`src/rtl/fct_pkg.sv`:
```
package fct_pkg;

  typedef enum logic [1:0] {
    PH_ON   = 2'd0,
    PH_COND = 2'd1,
    PH_IDLE = 2'd2
  } phase_e;

  // Sample ratio in units of 1/1024 of the conduction time
  localparam int RATIO_FRAC  = 10;
  localparam int RATIO_LOW   = 512;
  localparam int RATIO_HIGH  = 819;
  localparam int LOAD_KNEE_L = 2;
  localparam int LOAD_KNEE_H = 40;
  localparam int SLOPE_NUM   = 2070;
  localparam int SLOPE_SHIFT = 8;

endpackage

```
`src/rtl/fct_ratio_map.sv`:
```
module fct_ratio_map #(
  parameter int LOAD_W  = 7,
  parameter int RATIO_W = fct_pkg::RATIO_FRAC + 1,
  parameter int KNEE_L  = fct_pkg::LOAD_KNEE_L,
  parameter int KNEE_H  = fct_pkg::LOAD_KNEE_H,
  parameter int R_LOW   = fct_pkg::RATIO_LOW,
  parameter int R_HIGH  = fct_pkg::RATIO_HIGH,
  parameter int SLOPE   = fct_pkg::SLOPE_NUM,
  parameter int SHIFT   = fct_pkg::SLOPE_SHIFT
) (
  input  logic [LOAD_W-1:0]  load_lvl,
  output logic [RATIO_W-1:0] ratio
);

  localparam int PROD_W = LOAD_W + $clog2(SLOPE + 1);

  logic [PROD_W-1:0] ramp_prod;

  assign ramp_prod = PROD_W'(load_lvl - LOAD_W'(KNEE_L)) * PROD_W'(SLOPE);

  always_comb begin
    if (load_lvl <= LOAD_W'(KNEE_L)) begin
      ratio = RATIO_W'(R_LOW);
    end else if (load_lvl >= LOAD_W'(KNEE_H)) begin
      ratio = RATIO_W'(R_HIGH);
    end else begin
      ratio = RATIO_W'(R_LOW) + RATIO_W'(ramp_prod >> SHIFT);
    end
  end

endmodule

```
`src/rtl/fct_on_timer.sv`:
```
module fct_on_timer #(
  parameter int BLANK_CYC  = 94,
  parameter int MAX_ON_CYC = 3200
) (
  input  logic clk,
  input  logic rst_n,
  input  logic on_en,
  input  logic cs_trip,
  output logic on_end
);

  localparam int CW = $clog2(MAX_ON_CYC + 1);

  logic [CW-1:0] cnt_q, cnt_d;
  logic          blank_act;
  logic          cap_hit;

  always_comb begin
    cnt_d = cnt_q;
    if (!on_en) begin
      cnt_d = '0;
    end else if (cnt_q != CW'(MAX_ON_CYC)) begin
      cnt_d = cnt_q + 1'b1;
    end
  end

  assign blank_act = (cnt_q < CW'(BLANK_CYC));
  assign cap_hit   = (cnt_q == CW'(MAX_ON_CYC - 1));
  assign on_end    = on_en && ((!blank_act && cs_trip) || cap_hit);

  always_ff @(posedge clk or negedge rst_n) begin
    if (!rst_n) begin
      cnt_q <= '0;
    end else begin
      cnt_q <= cnt_d;
    end
  end

endmodule

```
`src/rtl/fct_cond_meas.sv`:
```
module fct_cond_meas #(
  parameter int TONS_W = 16
) (
  input  logic              clk,
  input  logic              rst_n,
  input  logic              meas_en,
  input  logic              abort,
  input  logic              sec_cond,
  input  logic [TONS_W:0]   samp_pt,
  output logic              cond_done,
  output logic [TONS_W-1:0] tons_q,
  output logic              stb_q
);

  logic [TONS_W-1:0] cnt_q, cnt_d;
  logic              seen_q, seen_d;
  logic [TONS_W-1:0] tons_d;
  logic              stb_d;

  always_comb begin
    cnt_d     = cnt_q;
    seen_d    = seen_q;
    tons_d    = tons_q;
    stb_d     = 1'b0;
    cond_done = 1'b0;
    if (!meas_en) begin
      cnt_d  = '0;
      seen_d = 1'b0;
    end else if (sec_cond) begin
      seen_d = 1'b1;
      if (cnt_q != '1) begin
        cnt_d = cnt_q + 1'b1;
      end
      stb_d = ({1'b0, cnt_q} == samp_pt) && !abort;
    end else if (seen_q) begin
      cond_done = 1'b1;
      tons_d    = cnt_q;
    end
  end

  always_ff @(posedge clk or negedge rst_n) begin
    if (!rst_n) begin
      cnt_q  <= '0;
      seen_q <= 1'b0;
      tons_q <= '0;
      stb_q  <= 1'b0;
    end else begin
      cnt_q  <= cnt_d;
      seen_q <= seen_d;
      tons_q <= tons_d;
      stb_q  <= stb_d;
    end
  end

endmodule

```
`src/rtl/fct_off_timer.sv`:
```
module fct_off_timer #(
  parameter int VALLEY_WIN_CYC = 6400,
  parameter int MAX_OFF_CYC    = 400000
) (
  input  logic clk,
  input  logic rst_n,
  input  logic off_en,
  input  logic win_open,
  input  logic idle_ph,
  input  logic ton_req,
  output logic start_on
);

  localparam int OW = $clog2(MAX_OFF_CYC + 1);
  localparam int WW = $clog2(VALLEY_WIN_CYC + 1);

  logic [OW-1:0] off_q, off_d;
  logic [WW-1:0] win_q, win_d;
  logic          force_on;
  logic          valley_ok;

  always_comb begin
    off_d = off_q;
    if (!off_en) begin
      off_d = '0;
    end else if (off_q != OW'(MAX_OFF_CYC - 1)) begin
      off_d = off_q + 1'b1;
    end
  end

  always_comb begin
    win_d = win_q;
    if (win_open) begin
      win_d = '0;
    end else if (win_q < WW'(VALLEY_WIN_CYC)) begin
      win_d = win_q + 1'b1;
    end
  end

  assign force_on  = off_en && (off_q == OW'(MAX_OFF_CYC - 1));
  assign valley_ok = idle_ph && ton_req && (win_q < WW'(VALLEY_WIN_CYC));
  assign start_on  = force_on || valley_ok;

  always_ff @(posedge clk or negedge rst_n) begin
    if (!rst_n) begin
      off_q <= '0;
      win_q <= WW'(VALLEY_WIN_CYC);
    end else begin
      off_q <= off_d;
      win_q <= win_d;
    end
  end

endmodule

```
`src/rtl/flyback_cycle_timer.sv`:
```
module flyback_cycle_timer #(
  parameter int BLANK_CYC      = 94,
  parameter int MAX_ON_CYC     = 3200,
  parameter int VALLEY_WIN_CYC = 6400,
  parameter int MAX_OFF_CYC    = 400000,
  parameter int TONS_W         = 16,
  parameter int LOAD_W         = 7
) (
  input  logic              clk,
  input  logic              rst_n,
  input  logic              cs_trip,
  input  logic              sec_cond,
  input  logic              ton_req,
  input  logic [LOAD_W-1:0] load_lvl,
  output logic              gate,
  output logic              sample_stb,
  output logic [TONS_W-1:0] tons_meas
);

  import fct_pkg::*;

  localparam int RATIO_W = RATIO_FRAC + 1;
  localparam int PROD_W  = TONS_W + RATIO_W;

  logic rst_meta_q, rst_sync_n;

  always_ff @(posedge clk or negedge rst_n) begin
    if (!rst_n) begin
      rst_meta_q <= 1'b0;
      rst_sync_n <= 1'b0;
    end else begin
      rst_meta_q <= 1'b1;
      rst_sync_n <= rst_meta_q;
    end
  end

  phase_e              phase_q, phase_d;
  logic                on_end;
  logic                cond_done;
  logic                start_on;
  logic [RATIO_W-1:0]  ratio;
  logic [PROD_W-1:0]   samp_prod;
  logic [TONS_W:0]     samp_new;
  logic [TONS_W:0]     samp_q, samp_d;
  logic                enter_on;

  fct_ratio_map #(
    .LOAD_W (LOAD_W),
    .RATIO_W(RATIO_W)
  ) u_ratio (
    .load_lvl(load_lvl),
    .ratio   (ratio)
  );

  fct_on_timer #(
    .BLANK_CYC (BLANK_CYC),
    .MAX_ON_CYC(MAX_ON_CYC)
  ) u_on (
    .clk    (clk),
    .rst_n  (rst_sync_n),
    .on_en  (phase_q == PH_ON),
    .cs_trip(cs_trip),
    .on_end (on_end)
  );

  fct_cond_meas #(
    .TONS_W(TONS_W)
  ) u_cond (
    .clk      (clk),
    .rst_n    (rst_sync_n),
    .meas_en  (phase_q == PH_COND),
    .abort    (start_on),
    .sec_cond (sec_cond),
    .samp_pt  (samp_q),
    .cond_done(cond_done),
    .tons_q   (tons_meas),
    .stb_q    (sample_stb)
  );

  fct_off_timer #(
    .VALLEY_WIN_CYC(VALLEY_WIN_CYC),
    .MAX_OFF_CYC   (MAX_OFF_CYC)
  ) u_off (
    .clk     (clk),
    .rst_n   (rst_sync_n),
    .off_en  (phase_q != PH_ON),
    .win_open(cond_done),
    .idle_ph (phase_q == PH_IDLE),
    .ton_req (ton_req),
    .start_on(start_on)
  );

  always_comb begin
    phase_d = phase_q;
    unique case (phase_q)
      PH_ON:   if (on_end) phase_d = PH_COND;
      PH_COND: begin
        if (start_on)       phase_d = PH_ON;
        else if (cond_done) phase_d = PH_IDLE;
      end
      PH_IDLE: if (start_on) phase_d = PH_ON;
      default: phase_d = PH_IDLE;
    endcase
  end

  // Sample point for the coming cycle: previous conduction time times ratio
  assign samp_prod = PROD_W'(tons_meas) * PROD_W'(ratio);
  assign samp_new  = (TONS_W + 1)'(samp_prod >> RATIO_FRAC);
  assign enter_on  = (phase_d == PH_ON) && (phase_q != PH_ON);

  always_comb begin
    samp_d = samp_q;
    if (enter_on) begin
      samp_d = samp_new;
    end
  end

  always_ff @(posedge clk or negedge rst_sync_n) begin
    if (!rst_sync_n) begin
      phase_q <= PH_IDLE;
      samp_q  <= '0;
    end else begin
      phase_q <= phase_d;
      samp_q  <= samp_d;
    end
  end

  assign gate = (phase_q == PH_ON);

endmodule

```
`config.mk`:
```
export PLATFORM = sky130hd
export DESIGN_NAME = flyback_cycle_timer
export DESIGN_NICKNAME = d
export VERILOG_FILES = /design/src/rtl/fct_pkg.sv /design/src/rtl/fct_ratio_map.sv /design/src/rtl/fct_on_timer.sv /design/src/rtl/fct_cond_meas.sv /design/src/rtl/fct_off_timer.sv /design/src/rtl/flyback_cycle_timer.sv
export SDC_FILE = /design/constraint.sdc
export NUM_CORES = 1
export LEC_CHECK = 0
export ABC_AREA = 1
export BUFFER_PORTS_ARGS = -buffer_cell sky130_fd_sc_hd__buf_2
export CAP_MARGIN = 15
export CELL_PAD_IN_SITES_DETAIL_PLACEMENT = 1
export CELL_PAD_IN_SITES_GLOBAL_PLACEMENT = 2
export CORE_MARGIN = 3
export CORE_UTILIZATION = 39
export DETAILED_ROUTE_END_ITERATION = 7
export PLACE_DENSITY_LB_ADDON = 0.25
export SYNTH_ARGS = -nofsm -noshare
export SYNTH_HDL_FRONTEND = slang
export SYNTH_SLANG_ARGS = --single-unit
```
`constraint.sdc`:
```
create_clock -name clk -period 4.03 [get_ports clk]
set_input_delay 0.403 -clock clk [delete_from_list [all_inputs] [get_ports clk]]
set_output_delay 0.403 -clock clk [all_outputs]
set_load 0.05 [all_outputs]
```
==> results.cfg, run 1 <==
[status]
status = finished with violations
failed_checks = setup timing

[timing]
finalSetupViolCount = 17
finalHoldViolCount = 0
tightest_slew_ns = 1.02
rsz0062_at_grt = yes
finalCritPeriodShare = 2.00
slew_headroom = 0.321
setup_slack_ns = -4.03
max_freq_ghz = 0.124
skew_ns = 0.0123
whs_ns = 0.360
slew_viol_final = 0
min_period_ns = 8.06

[global_route]
grt_pass1_wl_mm = 68.4
grt_max_degree = 74
grt.overflow.total = 0
grt_pass1_vias = 13000
antenna_found_initial = 0
groute.usage.overall = 0.259

[yosys]
seq_area_frac_synth = 0.207
ys_ff_latch = 99
synth_nets = 1816
synth.distinct_cells = 51
synthXorXnorAreaFrac = 0.0238
syn_inst = 1563
yosysWarnings = 0
netlist_area_um2 = 12000
synthArstFlopShare = 1.00
syn_area_per_cell_um2 = 7.66
synth_compound_gate_area_share = 0.0892
synthAdderAreaFrac = 0.336
muxShareOfSynthArea = 0
synthSimpleGateAreaFrac = 0.221
synth_top_family_by_area = adder cells
synth-edff-count = 0
ys.flop_type = dfrtp_1

[routing]
first_pass_iters = 5
drt_iter0_markers = 602
via_count = 11500
routedWlPerCell_um = 18.6
antenna_left = 0
vias_per_cell = 5.10
wirelength_mm = 41.8
drc_errors = 0

[floorplan]
fp.coreArea_um2 = 30000
pin_count = 30
fp-row-count = 63
die_height_um = 181
die_w_um = 181
die-area_um2 = 32800
initial_utilization = 0.399

[job]
maxCapViolCount = 0

[clocking]
cts-root-buf = clkbuf_16
cts_tree = done
clock_latency_ns = 0.36
clk_pin_slew_worst_paths_ns = 0.08
cts_made_buffers = 9
clock-sinks = 99
ctsHtreeMaxLevel = 3
clk_path_buf_depth = 2

[pwr]
leakage_nw = 8.12
peakVddDrop_mv = 0.220
p_total_mw = 5.49
cellPowerDensity_nw_per_um2 = 335

[finish]
final_common_cell = inv_1
nFillCells = 3659
n_antenna_cell = 0
synthToLayoutAreaGrowth_pct = 36.9
fin_util = 0.547
drive_gt1_frac = 0.309
final_cell_mix = inv_1 (307), nand2_1 (264), buf_4 (263)
nets = 2112

[critical_path]
cp-start-kind = primary input
end_kind = flop
crit_required_ns = 4.29
slowest_delay_ns = 0.54
worstSetupPathType = in -> reg
crit_family = adder cells
slowest_stage = fa_1
worstPathMaxFanout = 6
critPathMostFrequentCell = fa_1
path_buf_inv = 12
crit_arrival_ns = 8.33

[worst_hold_path]
hold_class = reg -> reg

[place]
post-dp-hpwl_mm = 33.3
numPortBuffers = 29
finalWeightedCongestion = 0.861
worst reg2reg max path, delay by kind of cell (launching register included):
kind	cells	cell delay (ns)
fa+ha+maj	6	2.63
simple gates	10	1.13
buf+inv	7	0.73
flops	1	0.67
through the flow:
| stage | instances | worst slack [ns] | cell area, um2 | TNS (ns) |
|---|---|---|---|---|
| global route | 2254 | -4.29 | 16400 | -70.00 |
| global placement | 2177 | -4.46 | 14700 | -72.03 |
| CTS | 2234 | -3.92 | 15800 | -64.37 |
| floorplan | 1563 | -3.65 | 12400 | -59.30 |
| finish | 2254 | -4.03 | 16400 | -65.04 |
| detailed placement | 2177 | -4.70 | 14700 | -75.70 |
synth_stat cells (3+ instances only):
master / instances / area [um2]
a211oi_1: 6 / 45.0
a21o_1: 4 / 30.0
a21oi_1: 69 / 345
a221oi_1: 6 / 52.6
a31oi_1: 10 / 62.6
buf_1: 5 / 18.8
buf_2: 5 / 25.0
clkbuf_1: 19 / 71.3
dfrtp_1: 95 / 2380
dfstp_2: 4 / 105
fa_1: 134 / 2680
ha_1: 107 / 1340
inv_1: 352 / 1320
nand2_1: 308 / 1160
nand3_1: 73 / 365
nand4_1: 24 / 150
nor2_1: 133 / 499
nor2_2: 12 / 75.1
nor3_1: 39 / 195
nor4_1: 14 / 87.6
o21a_1: 3 / 22.5
o21ai_0: 72 / 360
o21bai_1: 3 / 22.5
o22ai_1: 3 / 18.8
or2_2: 5 / 31.3
xnor2_1: 11 / 96.3
xor2_1: 16 / 140
metal layers:
metal	vias up	routed length, um	GRT usage
met2	189	21800	0.463
li1	5465	-	-
met3	72	1100	0.0318
met4	0	1180	0.0746
met1	5775	17800	0.328
met5	-	0	0
power by group:
group	leakage [nW]	internal [mW]	switching (mW)	total, mW
Clock	0.133	0.424	0.419	0.843
Sequential	1.30	1.15	0.154	1.31
Combinational	6.68	1.48	1.86	3.34
cells by family after synthesis:
logic type / Yosys count
other: 1
adders and majority gates: 241
xor gates and xnor gates: 30
buffers and inverters: 385
AOI/OAI and AO/OA: 189
DFF: 99
and+or+nand+nor: 618
timing repair:
item | 4_1_cts | 5_1_grt
gates cloned | 1 | 0
gates resized for setup | 130 | 105
setup endpoints to repair | 17 | 17
hold buffers | 1 | 0
endpoints found under the hold margin | 2 | 0
setup buffers | 39 | 21
pin swaps | 101 | 77
state kept, by name, summed over array words and instances (netlist names):
register       flops
u_off.off_q       19
samp_q            17
u_cond.cnt_q      16
u_cond.tons_q     16
u_off.win_q       13
u_on.cnt_q        12
phase_q            2
rst_meta_q         1
rst_sync_n         1
u_cond.seen_q      1
u_cond.stb_q       1
path summary, 6_finish.rpt:
check,start,to,slack (ns),cells after the start
worst max-delay path,load_lvl[4],samp_q[14],-4.03,46
worst min-delay path,rst_meta_q,rst_sync_n,0.36,0
worst max register to register,u_cond.tons_q[8],samp_q[14],-1.25,23
worst min register to register,rst_meta_q,rst_sync_n,0.36,0
max in group asynchronous,rst_sync_n,u_off.win_q[11],2.53,1
min in group asynchronous,rst_n,rst_sync_n,0.37,2
cell type report:
type	count	area [um2]	share of cell area
clock buffers	9	225	0.0137
clock inverters	7	51.3	0.00313
inverters	352	1350	0.0823
multi-input cells	1079	9240	0.564
flip-flops and latches	99	2490	0.152
well taps	390	488	0.0298
repair buffers	317	2540	0.155
repair inverters	1	7.51	0.000458
Power figures use the tool's default switching activity.
==> run 2: changes to the inputs <==
SKIP_LAST_GASP = 1   (was default)
==> results.cfg, run 2 (synthesized netlist as in run 1, its figures left out) <==
[floorplan]
die_w_um = 181
initial_utilization = 0.399
die_height_um = 181
pin_count = 30
fp.coreArea_um2 = 30000
fp-row-count = 63
die-area_um2 = 32800

[routing]
drt_iter0_markers = 651
via_count = 11400
vias_per_cell = 5.07
antenna_left = 0
routedWlPerCell_um = 18.6
wirelength_mm = 41.8
drc_errors = 0
first_pass_iters = 5

[timing]
min_period_ns = 8.03
finalCritPeriodShare = 1.99
tns_ns = -65.48
rsz0062_at_grt = yes
finalSetupViolCount = 17
finalHoldViolCount = 0
tightest_slew_ns = 1.01
max_freq_ghz = 0.125
setup_slack_ns = -4.00
slew_viol_final = 0
slew_headroom = 0.324
skew_ns = 0.0122

[finish]
synthToLayoutAreaGrowth_pct = 36.6
regMostFlops = u_off.off_q
nFillCells = 3655
nets = 2112
drive_gt1_frac = 0.305
final_common_cell = inv_1
top_regs = u_off.off_q x19, samp_q x17
final_cells = 2254
fin_util = 0.546
n_antenna_cell = 0
largest_reg_flops = 19
final_cell_mix = inv_1 (312), buf_4 (263), nand2_1 (261)
design_area_um2 = 16300

[global_route]
grt_pass1_vias = 13000
antenna_found_initial = 0
grt_pass1_wl_mm = 68.4
grt_max_degree = 74
grt.overflow.total = 0
groute.usage.overall = 0.259

[clocking]
cts_tree = done
cts-root-buf = clkbuf_16
clock_latency_ns = 0.36
cts_made_buffers = 9
ctsHtreeMaxLevel = 3
clk_path_buf_depth = 2
clk_pin_slew_worst_paths_ns = 0.08
clock-sinks = 99

[worst_hold_path]
hold_class = reg -> reg

[critical_path]
worstSetupPathType = in -> reg
end_kind = flop
crit_arrival_ns = 8.28
path_buf_inv = 13
crit_required_ns = 4.28
slowest_delay_ns = 0.55
critPathMostFrequentCell = fa_1
regToRegSetupSlack_ns = -1.24
worstPathMaxFanout = 6
slowest_stage = fa_1
crit_family = adder cells
cp-start-kind = primary input

[place]
placed_cells = 2177
post-dp-hpwl_mm = 33.3
numPortBuffers = 29
dpl_cell_area_um2 = 14700
finalWeightedCongestion = 0.861
dp_worst_setup_slack_ns = -4.70

[job]
maxCapViolCount = 0

[status]
status = finished with violations
failed_checks = setup timing

[pwr]
cellPowerDensity_nw_per_um2 = 337
peakVddDrop_mv = 0.220
leakage_nw = 8.11
run 2: metal layers:
metal	share of wire	wire (um)	track usage
met5	0	0	0
met4	0.025	1030	0.0716
met3	0.025	1040	0.0318
met2	0.52	21900	0.464
met1	0.43	17900	0.328
run 2: timing repair:
item	4_1_cts	5_1_grt
cloned	1	0
hold buffers	1	0
pin swaps	101	77
endpoints found under the hold margin	2	0
gates resized for setup	129	97
buffers inserted	39	21
setup endpoints to repair	17	17
run 2: cell type report:
| type | count | area [um2] | share of cell area |
|---|---|---|---|
| Multi-Input combinational cell | 1079 | 9200 | 0.563 |
| Timing Repair Buffer | 317 | 2540 | 0.155 |
| Sequential cell | 99 | 2490 | 0.152 |
| Inverter | 352 | 1350 | 0.0825 |
| Tap cell | 390 | 488 | 0.0299 |
| Clock buffer | 9 | 225 | 0.0138 |
| Clock inverter | 7 | 51.3 | 0.00314 |
| Timing Repair inverter | 1 | 7.51 | 0.000459 |
run 2: metrics by stage:
step / power (mW) / hold slack, ns
6_report: 5.50 / 0.360
5_1_grt: 5.94 / 0.367
4_1_cts: 5.25 / 0.362
3_5_place_dp: 4.01 / 0.203
3_3_place_gp: 3.91 / 0.203
2_1_floorplan: 2.91 / 0.107
run 2: worst reg2reg max path, cell delays in order (launching register included):
cell,delay [ns]
dfrtp_1,0.71
nand4_1,0.26
fa_1,0.58
inv_1,0.05
fa_1,0.47
inv_1,0.09
fa_1,0.55
inv_1,0.06
fa_1,0.50
ha_1,0.31
ha_1,0.34
buf_4,0.16
nand2_4,0.11
nor2_4,0.05
buf_4,0.14
buf_4,0.13
a31oi_2,0.18
nand2_2,0.12
buf_4,0.15
o21ai_1,0.12
o21ai_1,0.09
run 2: path summary, 6_finish.rpt:
kind | start | end | depth (start not counted)
max | load_lvl[4] | samp_q[4] | 45
min | rst_meta_q | rst_sync_n | 0
max reg2reg | u_cond.tons_q[12] | samp_q[10] | 20
min reg2reg | rst_meta_q | rst_sync_n | 0
max in group asynchronous | rst_sync_n | u_off.win_q[11] | 1
min in group asynchronous | rst_n | rst_sync_n | 2
run 2: power by group:
group	internal, mW	switching, mW	leakage [nW]
clock	0.424	0.417	0.133
sequential	1.15	0.155	1.30
combinational	1.48	1.87	6.68
total	3.06	2.44	8.11
